**config.mk**
```make
export PLATFORM = sky130hd
export DESIGN_NAME = dma_bm_engine
export DESIGN_NICKNAME = d
export VERILOG_FILES = /design/src/rtl/dma_bm_pkg.sv /design/src/rtl/dma_byte_fifo.sv /design/src/rtl/dma_engine.sv /design/src/rtl/dma_regs.sv /design/src/rtl/dma_bm_engine.sv
export SDC_FILE = /design/constraint.sdc
export NUM_CORES = 1
export LEC_CHECK = 0
export ABC_CLOCK_PERIOD_IN_PS = 4700
export BUFFER_PORTS_ARGS = -buffer_cell sky130_fd_sc_hd__clkbuf_2
export CORE_MARGIN = 1
export CORE_UTILIZATION = 50
export CTS_CLUSTER_SIZE = 20
export DETAILED_ROUTE_END_ITERATION = 6
export GPL_TIMING_DRIVEN = 0
export PLACE_DENSITY = 0.82
export SYNTH_ARGS = -nofsm -noshare
export SYNTH_HDL_FRONTEND = slang
export SYNTH_SLANG_ARGS = --single-unit
```
**constraint.sdc**
```tcl
create_clock -name clk -period 4.7 [get_ports clk]
set_input_delay 0.235 -clock clk [delete_from_list [all_inputs] [get_ports clk]]
set_output_delay 0.235 -clock clk [all_outputs]
set_load 0.02 [all_outputs]
```
**src/rtl/dma_bm_pkg.sv**
```systemverilog
package dma_bm_pkg;

    localparam logic [5:0] IDX_CMD  = 6'h10;
    localparam logic [5:0] IDX_CNT  = 6'h11;
    localparam logic [5:0] IDX_ADDR = 6'h12;
    localparam logic [5:0] IDX_STAT = 6'h15;

    localparam logic [1:0] OP_IDLE  = 2'd0;
    localparam logic [1:0] OP_BLAST = 2'd1;
    localparam logic [1:0] OP_ABORT = 2'd2;
    localparam logic [1:0] OP_START = 2'd3;

    localparam int CMD_DIR_BIT = 7;

    localparam int SB_ERR   = 1;
    localparam int SB_ABORT = 2;
    localparam int SB_DONE  = 3;
    localparam int SB_CORE  = 4;
    localparam int SB_BLAST = 5;

    localparam int BEAT_BYTES = 4;

    typedef enum logic [1:0] {
        ST_IDLE,
        ST_RUN,
        ST_BEAT,
        ST_BLAST
    } eng_state_t;

    function automatic logic [3:0] lane_mask(input logic [2:0] n);
        logic [4:0] m;
        m = (5'd1 << n) - 5'd1;
        return m[3:0];
    endfunction

endpackage

```
**src/rtl/dma_byte_fifo.sv**
```systemverilog
module dma_byte_fifo #(
    parameter int DEPTH = 8,
    localparam int AW = $clog2(DEPTH),
    localparam int LW = $clog2(DEPTH + 1)
) (
    input  logic          clk,
    input  logic          rst_n,
    input  logic          d_push,
    input  logic [7:0]    d_push_data,
    input  logic          d_pop,
    output logic [7:0]    d_pop_data,
    input  logic [2:0]    e_push_n,
    input  logic [31:0]   e_push_word,
    input  logic [2:0]    e_pop_n,
    output logic [31:0]   peek_word,
    output logic [LW-1:0] level
);

    logic [7:0]    mem_q [DEPTH];
    logic [AW-1:0] wr_ptr, rd_ptr;
    logic          push_acc, pop_acc;
    logic [2:0]    n_push, n_pop;

    assign push_acc   = d_push && (e_push_n == 3'd0) && (level < LW'(DEPTH));
    assign pop_acc    = d_pop && (e_pop_n == 3'd0) && (level != '0);
    assign n_push     = (e_push_n != 3'd0) ? e_push_n : {2'b00, push_acc};
    assign n_pop      = (e_pop_n != 3'd0) ? e_pop_n : {2'b00, pop_acc};
    assign d_pop_data = mem_q[rd_ptr];

    always_comb begin
        for (int k = 0; k < 4; k++) begin
            peek_word[8*k +: 8] = mem_q[rd_ptr + AW'(k)];
        end
    end

    always_ff @(posedge clk) begin
        if (!rst_n) begin
            wr_ptr <= '0;
            rd_ptr <= '0;
            level  <= '0;
        end else begin
            for (int k = 0; k < 4; k++) begin
                if (3'(k) < n_push) begin
                    mem_q[wr_ptr + AW'(k)] <= (e_push_n != 3'd0) ? e_push_word[8*k +: 8]
                                                                 : d_push_data;
                end
            end
            wr_ptr <= wr_ptr + AW'(n_push);
            rd_ptr <= rd_ptr + AW'(n_pop);
            level  <= level + LW'(n_push) - LW'(n_pop);
        end
    end

    a_r4_no_overflow: assert property (@(posedge clk) disable iff (!rst_n)
        level <= LW'(DEPTH));
    a_r4_no_underflow: assert property (@(posedge clk) disable iff (!rst_n)
        LW'(e_pop_n) <= level);
    a_r4_engine_push_fits: assert property (@(posedge clk) disable iff (!rst_n)
        (e_push_n != 3'd0) |-> (LW'(e_push_n) <= LW'(DEPTH) - level));

endmodule

```
**src/rtl/dma_engine.sv**
```systemverilog
module dma_engine
    import dma_bm_pkg::*;
#(
    parameter int DEPTH = 8,
    localparam int LW = $clog2(DEPTH + 1)
) (
    input  logic          clk,
    input  logic          rst_n,
    input  logic          go_start,
    input  logic          go_blast,
    input  logic          go_abort,
    input  logic          dir_in,
    input  logic          ld_cnt,
    input  logic          ld_addr,
    input  logic [31:0]   ld_data,
    output logic [31:0]   cnt_o,
    output logic [31:0]   addr_o,
    output logic          busy_o,
    output logic          ev_done,
    output logic          ev_err,
    output logic          ev_abort,
    output logic          ev_blast,
    input  logic [LW-1:0] level,
    input  logic [31:0]   peek_word,
    output logic [2:0]    pop_n,
    output logic [2:0]    push_n,
    output logic          mem_req,
    output logic          mem_we,
    output logic [31:0]   mem_addr,
    output logic [3:0]    mem_be,
    output logic [31:0]   mem_wdata,
    input  logic          mem_ack,
    input  logic          mem_err
);

    eng_state_t state, nxt;
    logic [31:0] cnt, addr;
    logic        dir_q, abort_pend;
    logic [2:0]  beat_n, bl_n, bl_lvl;
    logic        rdy, stop_req;

    assign beat_n   = (cnt >= 32'(BEAT_BYTES)) ? 3'd4 : {1'b0, cnt[1:0]};
    assign bl_lvl   = (level >= LW'(BEAT_BYTES)) ? 3'd4 : 3'(level);
    assign rdy      = dir_q ? (level >= LW'(beat_n))
                            : ((LW'(DEPTH) - level) >= LW'(beat_n));
    assign stop_req = abort_pend || go_abort;

    always_ff @(posedge clk) begin
        if (!rst_n) state <= ST_IDLE;
        else        state <= nxt;
    end

    always_comb begin
        nxt      = state;
        ev_done  = 1'b0;
        ev_err   = 1'b0;
        ev_abort = 1'b0;
        ev_blast = 1'b0;
        mem_req  = 1'b0;
        mem_we   = 1'b0;
        mem_be   = 4'h0;
        pop_n    = 3'd0;
        push_n   = 3'd0;
        unique case (state)
            ST_IDLE: begin
                if (go_start) begin
                    nxt = ST_RUN;
                end else if (go_blast) begin
                    if (level == '0) ev_blast = 1'b1;
                    else             nxt = ST_BLAST;
                end
            end
            ST_RUN: begin
                if (stop_req) begin
                    ev_abort = 1'b1;
                    nxt      = ST_IDLE;
                end else if (cnt == 32'd0) begin
                    ev_done = 1'b1;
                    nxt     = ST_IDLE;
                end else if (rdy) begin
                    nxt = ST_BEAT;
                end
            end
            ST_BEAT: begin
                mem_req = 1'b1;
                mem_we  = dir_q;
                mem_be  = lane_mask(beat_n);
                if (mem_ack) begin
                    if (mem_err) begin
                        ev_err = 1'b1;
                        nxt    = ST_IDLE;
                    end else begin
                        if (dir_q) pop_n  = beat_n;
                        else       push_n = beat_n;
                        if (stop_req) begin
                            ev_abort = 1'b1;
                            nxt      = ST_IDLE;
                        end else begin
                            nxt = ST_RUN;
                        end
                    end
                end
            end
            ST_BLAST: begin
                mem_req = 1'b1;
                mem_we  = 1'b1;
                mem_be  = lane_mask(bl_n);
                if (mem_ack) begin
                    ev_blast = 1'b1;
                    if (mem_err) ev_err = 1'b1;
                    else         pop_n  = bl_n;
                    nxt = ST_IDLE;
                end
            end
        endcase
    end

    always_ff @(posedge clk) begin
        if (!rst_n) begin
            cnt        <= '0;
            addr       <= '0;
            dir_q      <= 1'b0;
            abort_pend <= 1'b0;
            bl_n       <= 3'd0;
        end else begin
            if (state == ST_IDLE) begin
                if (ld_cnt)   cnt   <= ld_data;
                if (ld_addr)  addr  <= ld_data;
                if (go_start) dir_q <= dir_in;
                if (go_blast) bl_n  <= bl_lvl;
            end
            if (state == ST_BEAT && mem_ack && !mem_err) begin
                cnt  <= cnt - 32'(beat_n);
                addr <= addr + 32'(beat_n);
            end
            if (state == ST_BLAST && mem_ack && !mem_err) begin
                addr <= addr + 32'(bl_n);
            end
            if (nxt == ST_IDLE) abort_pend <= 1'b0;
            else if (state == ST_BEAT && go_abort) abort_pend <= 1'b1;
        end
    end

    assign cnt_o     = cnt;
    assign addr_o    = addr;
    assign busy_o    = (state != ST_IDLE);
    assign mem_addr  = addr;
    assign mem_wdata = peek_word;

    a_r13_req_hold: assert property (@(posedge clk) disable iff (!rst_n)
        (mem_req && !mem_ack) |=> (mem_req && $stable(mem_addr) && $stable(mem_we)
                                   && $stable(mem_be) && $stable(mem_wdata)));
    a_r12_cnt_no_rise_busy: assert property (@(posedge clk) disable iff (!rst_n)
        busy_o |=> (cnt <= $past(cnt)));
    a_r4_lanes_contiguous: assert property (@(posedge clk) disable iff (!rst_n)
        mem_req |-> (mem_be == 4'h1 || mem_be == 4'h3 || mem_be == 4'h7 || mem_be == 4'hF));
    a_r5_done_needs_zero: assert property (@(posedge clk) disable iff (!rst_n)
        ev_done |-> (cnt_o == 32'd0));

endmodule

```
**src/rtl/dma_regs.sv**
```systemverilog
module dma_regs
    import dma_bm_pkg::*;
(
    input  logic        clk,
    input  logic        rst_n,
    input  logic        reg_wr,
    input  logic        reg_rd,
    input  logic [5:0]  reg_idx,
    input  logic [31:0] reg_wdata,
    output logic [31:0] reg_rdata,
    input  logic        busy,
    input  logic [31:0] cnt,
    input  logic [31:0] addr,
    input  logic        ev_done,
    input  logic        ev_err,
    input  logic        ev_abort,
    input  logic        ev_blast,
    input  logic        core_irq,
    output logic        go_start,
    output logic        go_blast,
    output logic        go_abort,
    output logic        dir,
    output logic        ld_cnt,
    output logic        ld_addr,
    output logic        irq
);

    logic [7:0] cmd_q;
    logic       st_err, st_abort, st_done, st_blast;
    logic       wr_cmd, idle_wr, rd_stat, clr_sticky;
    logic [1:0] op;

    assign op         = reg_wdata[1:0];
    assign wr_cmd     = reg_wr && (reg_idx == IDX_CMD);
    assign idle_wr    = wr_cmd && (op == OP_IDLE);
    assign rd_stat    = reg_rd && (reg_idx == IDX_STAT);
    assign clr_sticky = rd_stat || idle_wr;
    assign go_start   = wr_cmd && (op == OP_START) && !busy;
    assign go_blast   = wr_cmd && (op == OP_BLAST) && !busy;
    assign go_abort   = wr_cmd && (op == OP_ABORT);
    assign dir        = reg_wdata[CMD_DIR_BIT];
    assign ld_cnt     = reg_wr && (reg_idx == IDX_CNT) && !busy;
    assign ld_addr    = reg_wr && (reg_idx == IDX_ADDR) && !busy;

    always_ff @(posedge clk) begin
        if (!rst_n) begin
            cmd_q    <= '0;
            st_err   <= 1'b0;
            st_abort <= 1'b0;
            st_done  <= 1'b0;
            st_blast <= 1'b0;
        end else begin
            if (wr_cmd) cmd_q <= reg_wdata[7:0];
            st_err   <= ev_err   || (st_err   && !clr_sticky);
            st_abort <= ev_abort || (st_abort && !clr_sticky);
            st_done  <= ev_done  || (st_done  && !clr_sticky);
            st_blast <= ev_blast || (st_blast && !(idle_wr || go_start || go_blast));
        end
    end

    always_comb begin
        reg_rdata = '0;
        case (reg_idx)
            IDX_CMD:  reg_rdata = {24'h0, cmd_q};
            IDX_CNT:  reg_rdata = cnt;
            IDX_ADDR: reg_rdata = addr;
            IDX_STAT: begin
                reg_rdata[SB_ERR]   = st_err;
                reg_rdata[SB_ABORT] = st_abort;
                reg_rdata[SB_DONE]  = st_done;
                reg_rdata[SB_CORE]  = core_irq;
                reg_rdata[SB_BLAST] = st_blast;
            end
            default:  reg_rdata = '0;
        endcase
    end

    assign irq = st_err || st_abort || st_done || core_irq;

    a_r9_read_clears_done: assert property (@(posedge clk) disable iff (!rst_n)
        (rd_stat && !ev_done) |=> !st_done);
    a_r11_done_raises_irq: assert property (@(posedge clk) disable iff (!rst_n)
        ev_done |=> irq);
    a_r9_idle_clears_blast: assert property (@(posedge clk) disable iff (!rst_n)
        (idle_wr && !ev_blast) |=> !st_blast);

endmodule

```
**src/rtl/dma_bm_engine.sv**
```systemverilog
module dma_bm_engine #(
    parameter int FIFO_DEPTH = 8
) (
    input  logic                             clk,
    input  logic                             rst_n,
    input  logic                             reg_wr,
    input  logic                             reg_rd,
    input  logic [7:0]                       reg_addr,
    input  logic [31:0]                      reg_wdata,
    output logic [31:0]                      reg_rdata,
    output logic                             irq,
    input  logic                             core_irq,
    output logic                             mem_req,
    output logic                             mem_we,
    output logic [31:0]                      mem_addr,
    output logic [3:0]                       mem_be,
    output logic [31:0]                      mem_wdata,
    input  logic [31:0]                      mem_rdata,
    input  logic                             mem_ack,
    input  logic                             mem_err,
    input  logic                             dev_push,
    input  logic [7:0]                       dev_push_data,
    input  logic                             dev_pop,
    output logic [7:0]                       dev_pop_data,
    output logic [$clog2(FIFO_DEPTH+1)-1:0] fifo_level
);

    localparam int LW = $clog2(FIFO_DEPTH + 1);

    logic        go_start, go_blast, go_abort, dir, ld_cnt, ld_addr, busy;
    logic        ev_done, ev_err, ev_abort, ev_blast;
    logic [31:0] cnt, addr, peek_word;
    logic [2:0]  pop_n, push_n;
    logic [LW-1:0] level;

    dma_regs u_regs (
        .clk(clk), .rst_n(rst_n),
        .reg_wr(reg_wr), .reg_rd(reg_rd), .reg_idx(reg_addr[7:2]),
        .reg_wdata(reg_wdata), .reg_rdata(reg_rdata),
        .busy(busy), .cnt(cnt), .addr(addr),
        .ev_done(ev_done), .ev_err(ev_err), .ev_abort(ev_abort), .ev_blast(ev_blast),
        .core_irq(core_irq),
        .go_start(go_start), .go_blast(go_blast), .go_abort(go_abort),
        .dir(dir), .ld_cnt(ld_cnt), .ld_addr(ld_addr), .irq(irq)
    );

    dma_engine #(.DEPTH(FIFO_DEPTH)) u_eng (
        .clk(clk), .rst_n(rst_n),
        .go_start(go_start), .go_blast(go_blast), .go_abort(go_abort),
        .dir_in(dir), .ld_cnt(ld_cnt), .ld_addr(ld_addr), .ld_data(reg_wdata),
        .cnt_o(cnt), .addr_o(addr), .busy_o(busy),
        .ev_done(ev_done), .ev_err(ev_err), .ev_abort(ev_abort), .ev_blast(ev_blast),
        .level(level), .peek_word(peek_word), .pop_n(pop_n), .push_n(push_n),
        .mem_req(mem_req), .mem_we(mem_we), .mem_addr(mem_addr), .mem_be(mem_be),
        .mem_wdata(mem_wdata), .mem_ack(mem_ack), .mem_err(mem_err)
    );

    dma_byte_fifo #(.DEPTH(FIFO_DEPTH)) u_fifo (
        .clk(clk), .rst_n(rst_n),
        .d_push(dev_push), .d_push_data(dev_push_data),
        .d_pop(dev_pop), .d_pop_data(dev_pop_data),
        .e_push_n(push_n), .e_push_word(mem_rdata),
        .e_pop_n(pop_n), .peek_word(peek_word), .level(level)
    );

    assign fifo_level = level;

endmodule

```
==> results.json, run 1 <==
{
  "status": "finished, final reports clean",
  "regToRegSetupSlack_ns": 0.15,
  "crit_required_ns": 5.00,
  "cts_buffers": 17,
  "synth_ff_type": "dfxtp_1",
  "cts_hold_buf": 0,
  "dr.pass1.iters": 6,
  "hp-class": "input port to register",
  "overflow": 0,
  "setup_viol": 0,
  "rsz0062_at_grt": "no",
  "nets": 1862,
  "wirelength_um": 57100,
  "dp.cells": 2054,
  "multi_input_comb_area_um2": 8810,
  "clk_pin_slew_ns": 0.08,
  "critPathArrivalTime_ns": 4.85,
  "tns_ns": 0,
  "grt_pass1_vias": 13700,
  "syn_area_um2": 13200,
  "cts.htree.levels": 4,
  "wl_per_cell_um": 27.4,
  "max_cap_violations": 0,
  "synthCells": 1519,
  "vdd_drop_max_v": 0.000388,
  "viasPerCell": 7.09,
  "ys_async_sr_fraction_pct": 0,
  "dieArea_um2": 27100,
  "hold_viol_final": 0,
  "drv_slew": 0,
  "min_period_over_period_pct": 96.9,
  "yosys.area_share.simple_pct": 17.1,
  "die_w_um": 165,
  "coreArea_um2": 26000,
  "port_buffers": 199,
  "synth_top_area_share_pct": 14.5,
  "ant_nets": 0,
  "dr_total_vias": 14800,
  "whs_path_depth": 3,
  "fin_skew_ns": 0.0189,
  "ys_top_cells_by_area": "edfxtp_1, dfxtp_1, mux2_2, mux4_2, o21ai_0",
  "relSlewSlack_pct": 10.6,
  "grt_pass1_wl_um": 84100,
  "leakage_uw": 0.00560,
  "cts_tree": "yes",
  "ys_seq_elements": 157,
  "antenna_found_initial": 1,
  "min_period_ns": 4.55,
  "synth_fa_ha_area_share_pct": 3.81,
  "synth_xor_area_share_pct": 1.99,
  "start_util_pct": 50.9,
  "synth_top_family_by_area": "compound AO/OA/AOI/OAI gates",
  "synthesis.nets": 1644,
  "stdcell_count": 2086,
  "gp_congestion": 1.07,
  "fmax_ghz": 0.220,
  "post-cts-setup-buffer-count": 0,
  "area_growth_pct": 15.8,
  "worst_slew_pin_slew_ns": 1.33,
  "worstPathMaxFanout": 11,
  "synth_warnings": 0,
  "seq_area_frac_synth_pct": 28.6,
  "drt_iter0_drc": 2227,
  "synth_compound_area_share_pct": 31.3,
  "drc": 0,
  "synth.distinct_cells": 95,
  "synth_edf_count": 64,
  "grt_max_degree": 19,
  "cts_buffer_depth": 2,
  "post-dp-hpwl_um": 43800,
  "drive_above_1_share_pct": 24.6,
  "groute.usage.overall_pct": 41.9,
  "num_rows": 59,
  "clkSinkCount": 157,
  "crit_type": "register to register",
  "p_per_area_nw_per_um2": 332,
  "synthMuxAreaShare_pct": 11.9,
  "clk_latency_ns": 0.46,
  "r2r_cells": 14,
  "die_h_um": 165,
  "avgSynthCellArea_um2": 8.70,
  "n_fill_cell": 2340,
  "clockRootBuffer": "clkbuf_16",
  "critPathCaptureType": "register",
  "io_pins": 204,
  "seqCellArea_um2": 3780,
  "yosysTopAreaCell": "edfxtp_1",
  "crit_path_start_kind": "register"
}
-- worst max-delay path: stages, from the launching register on --
cell and delay, ns:
dfxtp_1 0.40, or3_1 0.38, buf_2 0.18, or4_4 0.55, or4_4 0.55, buf_6 0.16
clkinv_4 0.11, ha_2 0.34, nor3_4 0.30, nand3_4 0.17, or4_1 0.44, clkbuf_1 0.20
or4_1 0.43, nand3_1 0.09, a21oi_1 0.07
-- synthesized netlist by cell type (21+ instances only) --
cell type,number
nand2_1,138
o21ai_0,115
nor2_1,104
a21oi_1,95
dfxtp_1,93
clkbuf_1,92
mux2_2,66
edfxtp_1,64
o22ai_1,62
o22a_1,56
nor3_1,41
inv_1,36
a22o_1,34
mux4_2,32
ha_1,29
nand3_1,27
nand4_1,25
a211oi_1,21
a31oi_1,21
xnor2_1,21
-- what timing repair did --
item | 4_1_cts | 5_1_grt
gates resized for setup | 3 | 12
endpoints found under the setup margin | 7 | 25
pin swaps | 0 | 1
-- state kept, by name, summed over array words and instances (netlist names) --
name,count
u_regs.st_abort,1
u_fifo.mem_q,64
u_eng.dir_q,1
u_regs.st_done,1
u_eng.abort_pend,1
u_fifo.level,4
u_eng.bl_n,3
u_eng.state,2
u_regs.st_blast,1
u_fifo.wr_ptr,3
u_regs.st_err,1
u_eng.cnt_o,32
u_eng.addr_o,32
u_regs.cmd_q,8
u_fifo.rd_ptr,3
-- layout by cell type (no fill, tap or decap), types with 8 or more instances in the layout --
cell,synthesis,layout
clkbuf_2,0,199
nand2_1,138,138
o21ai_0,115,114
nor2_1,104,104
a21oi_1,95,94
dfxtp_1,93,93
clkbuf_1,92,91
mux2_2,66,66
edfxtp_1,64,64
o22ai_1,62,61
o22a_1,56,56
nor3_1,41,40
inv_1,36,36
a22o_1,34,34
mux4_2,32,32
ha_1,29,28
nand3_1,27,26
nand4_1,25,25
a211oi_1,21,21
a31oi_1,21,21
xnor2_1,21,20
a21o_1,20,20
and2_1,20,17
clkbuf_16,0,17
a21oi_2,14,15
a22oi_1,15,15
buf_4,13,14
o21ai_1,11,12
and3_1,12,12
nor4_1,12,11
nand2b_1,10,10
o211ai_1,10,10
and4_1,10,10
or3_1,9,9
xor2_1,9,9
a21oi_4,8,8
a311oi_1,8,8
a221oi_1,8,8
-- layout make-up --
cell class | instances | share of cell area, %
antenna | 1 | 0.0163
inverter | 39 | 0.989
clock inverter | 15 | 1.09
timing repair buffer | 200 | 6.56
clock buffer | 17 | 2.78
sequential | 157 | 24.7
multi-input combinational | 1202 | 57.6
tap | 335 | 2.74
buffer | 120 | 3.56
-- power breakdown --
group | leakage (µW) | switching (µW) | internal, µW | total [µW]
Sequential | 0.00132 | 58.0 | 1470 | 1530
Combinational | 0.00400 | 1230 | 871 | 2100
Clock | 0.000284 | 733 | 715 | 1450
Total | 0.00560 | 2020 | 3060 | 5080
-- kinds of logic after synthesis --
kind of cell	count (synthesis)
flops	157
buf+inv	160
compound gates	572
other cells	1
simple gates	456
mux	107
xor+xnor	30
fa+ha+maj	36
-- path summary, 6_finish.rpt --
path / from / to
min reg2reg: u_regs.cmd_q[5]$_SDFFE_PN0P_ / u_regs.cmd_q[5]$_SDFFE_PN0P_
max reg2reg: u_eng.cnt_o[10]$_SDFFE_PN0P_ / u_eng.cnt_o[27]$_SDFFE_PN0P_
min: reg_wdata[25] / u_eng.cnt_o[25]$_SDFFE_PN0P_
max: u_eng.cnt_o[10]$_SDFFE_PN0P_ / u_eng.cnt_o[27]$_SDFFE_PN0P_
-- metal layers --
layer	GRT usage (%)	up-vias	routed length, µm
met1	52.6	7014	21200
met2	66.2	1159	25800
met5	0	-	0
met3	9.34	254	6540
met4	24.1	0	3600
li1	-	6355	-
-- per-stage QoR --
stage / area, µm² / power (µW) / utilization, % / setup slack [ns] / hold slack (ns)
final: 15300 / 5080 / 58.9 / 0.146 / 0.0567
after global routing: 15300 / 5290 / 58.9 / 0.00812 / 0.0701
after CTS: 15200 / 5020 / 58.7 / 0.0122 / 0.0577
after detailed placement: 14600 / 3610 / 56.4 / -0.260 / 0.449
after global placement: 14600 / 3530 / 56.3 / -0.190 / 0.443
after floorplan: 13200 / 3000 / - / 0.410 / 0.371
Power figures use the tool's default switching activity.
==> run 2: changes to the inputs <==
- RECOVER_POWER: default -> 100
==> run 2 against run 1 <==
  * Combinational power fell by 2%
  * First-iteration DRC count decreased by 7.3%
  * Global-route usage stayed put
  * Sequential cell count did not move
  * Design area down 1.1%
  * Critical path depth stayed put
  * Count of clock-buffer cells in the layout unchanged
  * Power fell by 0.93%
  * Setup slack is essentially flat
  * Die area did not move
  * Non-clock buffer count unchanged
==> results.json, run 2 (same netlist as run 1, synthesis figures left out) <==
{
  "cts_buffers": 17,
  "drt_iter0_drc": 2064,
  "worstPathCellList": "or3_1, buf_2, or4_4, or4_4, buf_6, clkinv_4, ha_2, nor3_4, nand3_4, or4_1, clkbuf_1, or4_1, nand3_1, a21oi_1",
  "hp-class": "input port to register",
  "clk_latency_ns": 0.46,
  "fin_util_pct": 58.3,
  "largest-register": "u_fifo.mem_q",
  "n_fill_cell": 2410,
  "die_w_um": 165,
  "worstSetupStartpoint": "u_eng.cnt_o[10]$_SDFFE_PN0P_",
  "drc": 0,
  "crit_path_start_kind": "register",
  "area_growth_pct": 14.6,
  "antenna_found_initial": 1,
  "fmax_ghz": 0.220,
  "drv_slew": 0,
  "r2r_cells": 14,
  "grt_max_degree": 19,
  "setup_viol": 0,
  "max_cap_violations": 0,
  "dp.cells": 2054,
  "stdcell_count": 2086,
  "status": "finished, final reports clean",
  "gp_congestion": 1.07,
  "vdd_drop_max_v": 0.000372,
  "dieArea_um2": 27100,
  "critPathCaptureType": "register",
  "cts_tree": "yes",
  "worst_slew_pin_slew_ns": 1.33,
  "whs_path_depth": 3,
  "clkSinkCount": 157,
  "viasPerCell": 7.14,
  "multi_input_comb_area_um2": 8790,
  "groute.usage.overall_pct": 41.9,
  "most-common-layout-cells": "clkbuf_1, nand2_1, o21ai_0, nor2_1, a21oi_1",
  "dr_total_vias": 14900,
  "regToRegSetupSlack_ns": 0.15,
  "slowest_stage": "or4_4",
  "drive_above_1_share_pct": 17.6,
  "grt_pass1_wl_um": 84100,
  "leakage_uw": 0.00524,
  "clockRootBuffer": "clkbuf_16",
  "cts_hold_buf": 0,
  "wl_per_cell_um": 27.4,
  "io_pins": 204,
  "r2r-end": "u_eng.cnt_o[27]$_SDFFE_PN0P_",
  "relSlewSlack_pct": 11.1,
  "min_period_ns": 4.55,
  "port_buffers": 199,
  "wirelength_um": 57100,
  "crit_required_ns": 5.01,
  "die_h_um": 165,
  "final_common_cell": "clkbuf_1",
  "p_per_area_nw_per_um2": 332,
  "cts_buffer_depth": 2,
  "hold_viol_final": 0,
  "cts.htree.levels": 4,
  "crit_type": "register to register",
  "critPathArrivalTime_ns": 4.86,
  "post-dp-hpwl_um": 43800,
  "hold_ws_ns": 0.0515,
  "worstPathMaxFanout": 11,
  "coreArea_um2": 26000,
  "min_period_over_period_pct": 96.9,
  "crit_path_max_incr_delay_ns": 0.55,
  "grt_pass1_vias": 13700,
  "num_rows": 59,
  "largest_register_ffs": 64,
  "ant_nets": 0,
  "overflow": 0,
  "hp-start": "reg_wdata[25]",
  "dr.pass1.iters": 6,
  "rsz0062_at_grt": "no",
  "fin_skew_ns": 0.0192,
  "start_util_pct": 50.9,
  "clk_pin_slew_ns": 0.08,
  "holdPathEnd": "u_eng.cnt_o[25]$_SDFFE_PN0P_",
  "nets": 1862,
  "seqCellArea_um2": 3780,
  "rr_startpoint": "u_eng.cnt_o[10]$_SDFFE_PN0P_"
}
## run 2: changes by cell type in the layout (fill, tap and decap cells not counted), moves of 3 or more
| cell | delta |
|---|---|
| buf_1 | -3 |
| a21oi_1 | +5 |
| a21oi_2 | -5 |
| and2_0 | +6 |
| and2_1 | -6 |
| clkbuf_2 | -107 |
| mux2_1 | +7 |
| mux2_2 | -7 |
| clkbuf_1 | +113 |
## run 2: worst max-delay path by stage
stage                                    endpoint  depth (start not counted)  slack, ns
floorplan            u_eng.cnt_o[27]$_SDFFE_PN0P_                         14       0.41
finish               u_eng.cnt_o[27]$_SDFFE_PN0P_                         14       0.15
global placement     u_eng.cnt_o[27]$_SDFFE_PN0P_                         14      -0.19
detailed placement   u_eng.cnt_o[27]$_SDFFE_PN0P_                         14      -0.26
global route         u_eng.cnt_o[27]$_SDFFE_PN0P_                         14      0.009
CTS                 u_eng.addr_o[20]$_SDFFE_PN0P_                         16       0.01
## run 2: area by class of cell
class / count / share of cell area, %
repair buffers: 200 / 5.72
flip-flops and latches: 157 / 25.0
plain buffers: 120 / 3.52
well taps: 335 / 2.77
diodes: 1 / 0.0165
multi-input cells: 1202 / 58.1
inverters: 39 / 1.00
clock buffers: 17 / 2.81
clock inverters: 15 / 1.10
## run 2: routing by layer
| layer | part of all wire, % | track usage (%) |
|---|---|---|
| met4 | 6.6 | 24.1 |
| met5 | 0 | 0 |
| met2 | 45 | 66.2 |
| met3 | 12 | 9.34 |
| met1 | 37 | 52.6 |
## run 2: power breakdown
part,switching (µW),internal [µW],total (µW)
clock network,730,715,1450
registers,58.1,1470,1530
logic,1240,820,2060
## run 2: repair_timing
action | CTS | global route
hold endpoints to repair | 0 | 0
endpoints found under the setup margin | 7 | 25
pin swaps | 0 | 1
cloned | 0 | 0
buffers inserted | 0 | 0
gates resized for setup | 3 | 12
## run 2: critical path, delay by kind of cell, from the launching register on
family | cells | cell delay (ns)
and+or+nand+nor | 8 | 2.90
buffers and inverters | 4 | 0.66
DFF | 1 | 0.40
adders and majority gates | 1 | 0.34
AOI/OAI and AO/OA | 1 | 0.07
## run 2: per-stage QoR
step | power (µW) | area, µm² | worst slack [ns] | TNS (ns)
finish | 5030 | 15100 | 0.147 | 0
global route | 5240 | 15100 | 0.00914 | 0
CTS | 5020 | 15200 | 0.0122 | 0
detailed placement | 3610 | 14600 | -0.260 | -0.733
global placement | 3530 | 14600 | -0.190 | -1.16
floorplan | 3000 | 13200 | 0.410 | 0
